## src/rtl/cmd_ring_pkg.sv

```systemverilog
package cmd_ring_pkg;
   localparam int VERB_W    = 32;
   localparam int CAD_W     = 4;
   localparam int NID_W     = 7;
   localparam int PAY_W     = 20;
   localparam int CAD_LSB   = 28;
   localparam int IND_BIT   = 27;
   localparam int NID_LSB   = 20;
   localparam int NUM_CODEC = 1 << CAD_W;

   typedef enum logic [2:0] {
      SEL_BASE_LO   = 3'd0,
      SEL_BASE_HI   = 3'd1,
      SEL_WR_PTR    = 3'd2,
      SEL_RUN       = 3'd3,
      SEL_RSP_LIMIT = 3'd4,
      SEL_IMM_CMD   = 3'd5,
      SEL_RP_CLEAR  = 3'd6
   } cfg_sel_e;

   typedef enum logic [1:0] {
      ST_IDLE = 2'd0,
      ST_REQ  = 2'd1,
      ST_WAIT = 2'd2,
      ST_SEND = 2'd3
   } seq_state_e;

   typedef struct packed {
      logic [CAD_W-1:0] cad;
      logic [NID_W-1:0] nid;
      logic [PAY_W-1:0] payload;
   } verb_t;
endpackage

```

## src/rtl/crf_regs.sv

```systemverilog
module crf_regs
   import cmd_ring_pkg::*;
#(
   parameter int REG_W = 32,
   parameter int PTR_W = 8,
   parameter int CNT_W = 8
) (
   input  logic               clk,
   input  logic               rst_n,
   input  logic               cfg_we,
   input  logic [2:0]         cfg_sel,
   input  logic [REG_W-1:0]   cfg_wdata,
   input  logic               imm_done,
   output logic [2*REG_W-1:0] base_addr,
   output logic [PTR_W-1:0]   wr_ptr,
   output logic               run_en,
   output logic [CNT_W-1:0]   rsp_limit,
   output logic [VERB_W-1:0]  imm_word,
   output logic               imm_busy,
   output logic               rp_clear
);
   logic [REG_W-1:0] base_lo_q, base_hi_q;

   if (PTR_W > REG_W) begin : g_bad_ptr
      $error("PTR_W must fit in a register");
   end
   if (CNT_W > REG_W) begin : g_bad_cnt
      $error("CNT_W must fit in a register");
   end
   if (VERB_W > REG_W) begin : g_bad_verb
      $error("command word must fit in a register");
   end

   assign base_addr = {base_hi_q, base_lo_q};
   assign rp_clear  = cfg_we && (cfg_sel == SEL_RP_CLEAR);

   always_ff @(posedge clk or negedge rst_n) begin
      if (!rst_n) begin
         base_lo_q <= '0;
         base_hi_q <= '0;
         wr_ptr    <= '0;
         run_en    <= 1'b0;
         rsp_limit <= '0;
         imm_word  <= '0;
      end else if (cfg_we) begin
         case (cfg_sel)
            SEL_BASE_LO:   base_lo_q <= cfg_wdata;
            SEL_BASE_HI:   base_hi_q <= cfg_wdata;
            SEL_WR_PTR:    wr_ptr    <= cfg_wdata[PTR_W-1:0];
            SEL_RUN:       run_en    <= cfg_wdata[0];
            SEL_RSP_LIMIT: rsp_limit <= cfg_wdata[CNT_W-1:0];
            SEL_IMM_CMD:   imm_word  <= cfg_wdata[VERB_W-1:0];
            default: ;
         endcase
      end
   end

   always_ff @(posedge clk or negedge rst_n) begin
      if (!rst_n)
         imm_busy <= 1'b0;
      else if (cfg_we && (cfg_sel == SEL_IMM_CMD))
         imm_busy <= 1'b1;
      else if (imm_done)
         imm_busy <= 1'b0;
   end

   assert_imm_set_R9: assert property (@(posedge clk) disable iff (!rst_n)
      (cfg_we && cfg_sel == SEL_IMM_CMD) |=> imm_busy)
      else $error("immediate write did not raise busy");
endmodule

```

## src/rtl/crf_filter.sv

```systemverilog
module crf_filter
   import cmd_ring_pkg::*;
#(
   parameter bit CHECK_PRESENCE = 1'b1
) (
   input  logic [VERB_W-1:0]    raw,
   input  logic [NUM_CODEC-1:0] present,
   output verb_t                fields,
   output logic                 keep
);
   assign fields.cad     = raw[CAD_LSB +: CAD_W];
   assign fields.nid     = raw[NID_LSB +: NID_W];
   assign fields.payload = raw[PAY_W-1:0];

   if (CHECK_PRESENCE) begin : g_presence
      assign keep = !raw[IND_BIT] && present[fields.cad];
   end else begin : g_no_presence
      logic unused_present;
      assign unused_present = ^present;
      assign keep = !raw[IND_BIT];
   end
endmodule

```

## src/rtl/crf_seq.sv

```systemverilog
module crf_seq
   import cmd_ring_pkg::*;
#(
   parameter int ADDR_W = 64,
   parameter int PTR_W  = 8,
   parameter int CNT_W  = 8,
   parameter int ENTRY_LOG2 = 2
) (
   input  logic              clk,
   input  logic              rst_n,
   input  logic [ADDR_W-1:0] base_addr,
   input  logic [PTR_W-1:0]  wr_ptr,
   input  logic              run_en,
   input  logic [CNT_W-1:0]  rsp_limit,
   input  logic [CNT_W-1:0]  rsp_count,
   input  logic              rp_clear,
   input  logic              imm_busy,
   input  verb_t             imm_fields,
   input  logic              imm_keep,
   input  verb_t             mem_fields,
   input  logic              mem_keep,
   output logic              imm_done,
   output logic              mem_req_valid,
   input  logic              mem_req_ready,
   output logic [ADDR_W-1:0] mem_req_addr,
   input  logic              mem_rsp_valid,
   output logic              verb_valid,
   input  logic              verb_ready,
   output verb_t             verb_out,
   output logic              verb_imm,
   output logic [PTR_W-1:0]  rd_ptr
);
   localparam int PAD_W = ADDR_W - PTR_W - ENTRY_LOG2;

   if (PAD_W < 0) begin : g_bad_addr
      $error("address too narrow for ring offset");
   end

   seq_state_e       state_q;
   logic [PTR_W-1:0] rp_nxt;
   logic [ADDR_W-1:0] entry_off;
   logic             fetch_ok;

   assign rp_nxt    = rd_ptr + 1'b1;
   assign entry_off = {{PAD_W{1'b0}}, rp_nxt, {ENTRY_LOG2{1'b0}}};
   assign fetch_ok  = run_en && (rd_ptr != wr_ptr) && (rsp_count != rsp_limit);

   assign mem_req_valid = (state_q == ST_REQ);
   assign verb_valid    = (state_q == ST_SEND);
   assign imm_done = ((state_q == ST_IDLE) && imm_busy && !imm_keep) ||
                     ((state_q == ST_SEND) && verb_ready && verb_imm);

   always_ff @(posedge clk or negedge rst_n) begin
      if (!rst_n) begin
         state_q      <= ST_IDLE;
         rd_ptr       <= '0;
         mem_req_addr <= '0;
         verb_out     <= '0;
         verb_imm     <= 1'b0;
      end else begin
         case (state_q)
            ST_IDLE: begin
               if (imm_busy) begin
                  if (imm_keep) begin
                     verb_out <= imm_fields;
                     verb_imm <= 1'b1;
                     state_q  <= ST_SEND;
                  end
               end else if (fetch_ok) begin
                  rd_ptr       <= rp_nxt;
                  mem_req_addr <= base_addr + entry_off;
                  state_q      <= ST_REQ;
               end
            end
            ST_REQ: begin
               if (mem_req_ready) state_q <= ST_WAIT;
            end
            ST_WAIT: begin
               if (mem_rsp_valid) begin
                  if (mem_keep) begin
                     verb_out <= mem_fields;
                     verb_imm <= 1'b0;
                     state_q  <= ST_SEND;
                  end else begin
                     state_q  <= ST_IDLE;
                  end
               end
            end
            ST_SEND: begin
               if (verb_ready) state_q <= ST_IDLE;
            end
            default: state_q <= ST_IDLE;
         endcase
         if (rp_clear) rd_ptr <= '0;
      end
   end

   assert_req_hold_R10: assert property (@(posedge clk) disable iff (!rst_n)
      (mem_req_valid && !mem_req_ready) |=> (mem_req_valid && $stable(mem_req_addr)))
      else $error("request dropped or changed while stalled");

   assert_verb_hold_R10: assert property (@(posedge clk) disable iff (!rst_n)
      (verb_valid && !verb_ready) |=> (verb_valid && $stable(verb_out) && $stable(verb_imm)))
      else $error("verb dropped or changed while stalled");

   assert_run_gate_R3: assert property (@(posedge clk) disable iff (!rst_n)
      $rose(mem_req_valid) |-> $past(run_en))
      else $error("fetch started with run clear");

   assert_empty_gate_R4: assert property (@(posedge clk) disable iff (!rst_n)
      $rose(mem_req_valid) |-> ($past(rd_ptr) != $past(wr_ptr)))
      else $error("fetch started on empty ring");

   assert_limit_gate_R5: assert property (@(posedge clk) disable iff (!rst_n)
      $rose(mem_req_valid) |-> ($past(rsp_count) != $past(rsp_limit)))
      else $error("fetch started at response limit");

   assert_fetch_addr_R2: assert property (@(posedge clk) disable iff (!rst_n)
      ($rose(mem_req_valid) && !$past(rp_clear)) |->
         (mem_req_addr == $past(base_addr) + {{PAD_W{1'b0}}, rd_ptr, {ENTRY_LOG2{1'b0}}}))
      else $error("fetch address does not match read pointer");

   assert_imm_first_R9: assert property (@(posedge clk) disable iff (!rst_n)
      $rose(mem_req_valid) |-> !$past(imm_busy))
      else $error("ring fetch started ahead of pending immediate word");
endmodule

```

## src/rtl/cmd_ring_fetch.sv

```systemverilog
module cmd_ring_fetch
   import cmd_ring_pkg::*;
#(
   parameter int REG_W = 32,
   parameter int PTR_W = 8,
   parameter int CNT_W = 8,
   parameter bit CHECK_PRESENCE = 1'b1
) (
   input  logic                 clk,
   input  logic                 rst_n,
   input  logic                 cfg_we,
   input  logic [2:0]           cfg_sel,
   input  logic [REG_W-1:0]     cfg_wdata,
   input  logic [CNT_W-1:0]     rsp_count,
   input  logic [NUM_CODEC-1:0] codec_present,
   output logic                 mem_req_valid,
   input  logic                 mem_req_ready,
   output logic [2*REG_W-1:0]   mem_req_addr,
   input  logic                 mem_rsp_valid,
   input  logic [VERB_W-1:0]    mem_rsp_data,
   output logic                 verb_valid,
   input  logic                 verb_ready,
   output logic [CAD_W-1:0]     verb_cad,
   output logic [NID_W-1:0]     verb_nid,
   output logic [PAY_W-1:0]     verb_payload,
   output logic                 verb_imm,
   output logic [PTR_W-1:0]     rd_ptr,
   output logic                 imm_busy
);
   localparam int ADDR_W = 2 * REG_W;

   logic [ADDR_W-1:0] base_addr;
   logic [PTR_W-1:0]  wr_ptr;
   logic              run_en, rp_clear, imm_done, imm_keep, mem_keep;
   logic [CNT_W-1:0]  rsp_limit;
   logic [VERB_W-1:0] imm_word;
   verb_t             imm_fields, mem_fields, verb_out;

   crf_regs #(.REG_W(REG_W), .PTR_W(PTR_W), .CNT_W(CNT_W)) u_regs (
      .clk(clk), .rst_n(rst_n), .cfg_we(cfg_we), .cfg_sel(cfg_sel),
      .cfg_wdata(cfg_wdata), .imm_done(imm_done), .base_addr(base_addr),
      .wr_ptr(wr_ptr), .run_en(run_en), .rsp_limit(rsp_limit),
      .imm_word(imm_word), .imm_busy(imm_busy), .rp_clear(rp_clear)
   );

   crf_filter #(.CHECK_PRESENCE(CHECK_PRESENCE)) u_imm_filter (
      .raw(imm_word), .present(codec_present), .fields(imm_fields), .keep(imm_keep)
   );

   crf_filter #(.CHECK_PRESENCE(CHECK_PRESENCE)) u_mem_filter (
      .raw(mem_rsp_data), .present(codec_present), .fields(mem_fields), .keep(mem_keep)
   );

   crf_seq #(.ADDR_W(ADDR_W), .PTR_W(PTR_W), .CNT_W(CNT_W)) u_seq (
      .clk(clk), .rst_n(rst_n), .base_addr(base_addr), .wr_ptr(wr_ptr),
      .run_en(run_en), .rsp_limit(rsp_limit), .rsp_count(rsp_count),
      .rp_clear(rp_clear), .imm_busy(imm_busy), .imm_fields(imm_fields),
      .imm_keep(imm_keep), .mem_fields(mem_fields), .mem_keep(mem_keep),
      .imm_done(imm_done), .mem_req_valid(mem_req_valid),
      .mem_req_ready(mem_req_ready), .mem_req_addr(mem_req_addr),
      .mem_rsp_valid(mem_rsp_valid), .verb_valid(verb_valid),
      .verb_ready(verb_ready), .verb_out(verb_out), .verb_imm(verb_imm),
      .rd_ptr(rd_ptr)
   );

   assign verb_cad     = verb_out.cad;
   assign verb_nid     = verb_out.nid;
   assign verb_payload = verb_out.payload;

   if (CHECK_PRESENCE) begin : g_present_chk
      assert_present_R8: assert property (@(posedge clk) disable iff (!rst_n)
         (verb_valid && $rose(verb_valid)) |-> codec_present[verb_cad])
         else $error("verb sent to an empty codec slot");
   end
endmodule

```

## config.mk

```make
export PLATFORM = sky130hd
export DESIGN_NAME = cmd_ring_fetch
export DESIGN_NICKNAME = d
export VERILOG_FILES = /design/src/rtl/cmd_ring_pkg.sv /design/src/rtl/crf_regs.sv /design/src/rtl/crf_filter.sv /design/src/rtl/crf_seq.sv /design/src/rtl/cmd_ring_fetch.sv
export SDC_FILE = /design/constraint.sdc
export NUM_CORES = 1
export LEC_CHECK = 0
export CAP_MARGIN = 15
export CORE_MARGIN = 1
export CORE_UTILIZATION = 45
export CTS_BUF_LIST = sky130_fd_sc_hd__clkbuf_16
export DETAILED_ROUTE_END_ITERATION = 8
export PLACE_DENSITY = 0.82
export SYNTH_ARGS = -nofsm -noshare
export SYNTH_HDL_FRONTEND = slang
export SYNTH_SLANG_ARGS = --single-unit
```

## constraint.sdc

```tcl
create_clock -name clk -period 3.5 [get_ports clk]
set_input_delay 0.875 -clock clk [delete_from_list [all_inputs] [get_ports clk]]
set_output_delay 0.875 -clock clk [all_outputs]
set_load 0.05 [all_outputs]
```

==> impl_metrics.csv <==
group,metric,value,unit
floorplan,fp.dieH,157,um
placement,io_buffer_count,203,
logic_synthesis,synth_top_area_frac,0.506,
clock_network,cts-root-buf,"clkbuf_16",
worst_setup_path,cp-start-kind,"register",
timing,fmaxAchievable,309,MHz
timing,hold_viol_final,0,
floorplan,die_w,157,um
worst_setup_path,required,3.93,ns
floorplan,start_util,0.460,
floorplan,num_io_pins,204,
detailed_routing,drcViolationCount,0,
clock_network,cts_max_level,1,
global_route,grt_pass1_vias,8315,
global_route,grt-ovfl-total,0,
timing,worst_slew_pin_slew,1.10,ns
power_and_ir_drop,p_per_area,853,nW/um2
timing,min_period_over_period,0.925,
layout,utilization,0.598,
logic_synthesis,synth_edf_count,0,
detailed_routing,drt-total-wl,28700,um
timing,slew_headroom,0.267,
clock_network,cts_hold_buf,0,
logic_synthesis,yosysMostFrequentCell,"dfrtp_1",
worst_setup_path,critPathKind,"register to register",
global_route,grt_start_max_net_pins,85,
detailed_routing,ant_nets,0,
layout,fin_cells,1530,
logic_synthesis,synthTopCellsByCount,"dfrtp_1 (220), nand2_1 (180), mux2_2 (110)",
logic_synthesis,syn-cell-area,10900,um2
clock_network,max-clock-path-buffers,3,
layout,multiInputGateArea,5100,um2
logic_synthesis,syn_nets,1104,
timing,setup_viol,0,
floorplan,core,23600,um2
power_and_ir_drop,p_leak,5.95,nW
layout,antennaDiodeCount,0,
layout,fin_nets,1300,
logic_synthesis,synth_top_area_cell,"dfrtp_1",
logic_synthesis,synth.distinct_cells,55,
logic_synthesis,ys.flop_type,"dfrtp_1",
detailed_routing,wl_per_cell,18.8,um
layout,fillCellCount,1936,
logic_synthesis,syn_inst,997,
detailed_routing,dr_total_vias,8397,
floorplan,dieArea,24800,um2
timing,rsz0062_at_grt,"false",
job,drv_cap,0,
clock_network,cts_tree,"built",
floorplan,rows,56,
clock_network,cts_buffers,24,
layout,regArea,5510,um2
clock_network,clk_latency,0.52,ns
placement,post-place-cells,1485,
global_route,grt_usage,0.235,
detailed_routing,dr.pass1.iters,5,
clock_network,cts_setup_buffers,0,
layout,syn2layout_area_growth,29.9,%
worst_setup_path,cp.arrival,3.67,ns
logic_synthesis,synth.avg_cell_area,10.9,um2
layout,drive_above_1_share,0.181,
logic_synthesis,async_flop_share,1.00,
global_route,antenna_found_initial,0,
logic_synthesis,ys_seq_area_frac,0.506,
timing,drv_slew,0,
clock_network,clkTransAtPathRegs,0.06,ns
clock_network,cts.sinks,220,
worst_hold_path,hp-class,"input pin to async pin",
placement,routabilityCongestion,0.832,
worst_setup_path,cp-end-kind,"register",
placement,dp_hpwl,20400,um
logic_synthesis,ys.warnings.count,0,
timing,fin_tns_setup,0,ns
clock_network,cts_resized,0,
status,outcome,"finished, final reports clean",
detailed_routing,vias_per_cell,5.49,
timing,finClkSkew,0.0213,ns
timing,period_minus_slack,3.24,ns
logic_synthesis,synth_area_leaders,"dfrtp_1 (51%), mux2_2 (11%), nand2_1 (6.2%)",
worst_setup_path,critPathMaxFanout,44,
power_and_ir_drop,vdd_drop_max,0.000650,V
detailed_routing,drt_iter0_markers,520,
global_route,grt_pass1_wl,45100,um
logic_synthesis,ys_ff_latch,220,
## flip-flops by register name, indices dropped and copies added, names as in the netlist
register / flops
u_seq.rd_ptr: 8
u_seq.verb_out: 31
u_regs.base_hi_q: 32
u_regs.wr_ptr: 8
u_regs.rsp_limit: 8
u_regs.run_en: 1
u_regs.base_lo_q: 32
u_seq.mem_req_addr: 64
u_seq.state_q: 2
u_seq.verb_imm: 1
u_regs.imm_word: 32
u_regs.imm_busy: 1
## metal layers
layer / part of all wire / GRT usage / wire length (um) / up-vias
li1: - / - / - / 3938
met1: 0.45 / 0.333 / 12900 / 4077
met2: 0.45 / 0.364 / 12900 / 327
met3: 0.078 / 0.0490 / 2240 / 55
met4: 0.023 / 0.0647 / 663 / 0
met5: 0 / 0 / 0 / -
## power by group
part | leakage [nW] | internal (W) | switching (W)
sequential | 2.68 | 0.00339 | 0.000673
combinational | 2.87 | 0.00208 | 0.00334
clock | 0.406 | 0.00152 | 0.00104
total | 5.95 | 0.00698 | 0.00505
## final timing paths
kind,startpoint,slack [ns],endpoint,depth (start not counted)
worst max-delay path,u_seq.rd_ptr[1]$_DFFE_PN0P_,0.26,u_seq.mem_req_addr[61]$_DFFE_PN0P_,12
worst min-delay path,rst_n,0.35,u_seq.mem_req_addr[6]$_DFFE_PN0P_,1
worst max register to register,u_seq.rd_ptr[1]$_DFFE_PN0P_,0.26,u_seq.mem_req_addr[61]$_DFFE_PN0P_,12
worst min register to register,u_seq.mem_req_addr[62]$_DFFE_PN0P_,0.48,u_seq.mem_req_addr[62]$_DFFE_PN0P_,2
max in group asynchronous,rst_n,2.25,u_seq.mem_req_addr[44]$_DFFE_PN0P_,2
min in group clk,u_seq.mem_req_addr[62]$_DFFE_PN0P_,0.48,u_seq.mem_req_addr[62]$_DFFE_PN0P_,2
## per-stage QoR
step	hold slack (ns)	cell area, um2	power, W	setup WS (ns)
after floorplan	0.435	10900	0.00758	0.0915
after global placement	0.452	13300	0.00936	0.116
after detailed placement	0.460	13300	0.00948	0.00199
after CTS	0.386	14100	0.0121	0.284
after global routing	0.412	14100	0.0126	0.0448
final	0.347	14100	0.0120	0.261
## final cells by class
class                      count  share of cell area
clock inverter                19              0.0126
timing repair buffer         224               0.161
tap                          319              0.0283
multi-input combinational    713               0.361
inverter                      10             0.00266
sequential                   220               0.390
clock buffer                  25              0.0443
## logic make-up (layout without fill, tap and decap cells)
family	Yosys count	in the layout	share of synthesized area
AOI/OAI and AO/OA	130	130	0.0746
xor gates and xnor gates	62	62	0.0500
adders and majority gates	10	10	0.0122
buffers and inverters	64	278	0.0266
DFF	220	220	0.506
muxes	153	153	0.176
and+or+nand+nor	358	358	0.154
## cells in the final DEF (no fill, tap or decap), drive strengths merged, types with 10 or more instances in the layout
cell	n
a21oi	10
a31oi	24
buf	22
clkbuf	25
clkdlybuf4s50	202
clkinv	13
dfrtp	220
inv	12
mux2	141
nand2	180
nand3	20
nand4	19
nor2	48
nor3	16
nor4	12
o21ai	60
o31ai	17
or4	16
xnor2	47
xor2	15
## critical path: stages, from the launching register on
cell and delay [ns]:
dfrtp_1 0.45, ha_1 0.25, nand3_1 0.14, or2_2 0.35, xnor2_1 0.13, ha_1 0.37, a21oi_1 0.10, o21ai_1 0.20
and3_1 0.20, a31oi_2 0.05, buf_12 0.20, or4_1 0.50, a31oi_1 0.20
No activity file was read; power rests on OpenSTA's default activity.
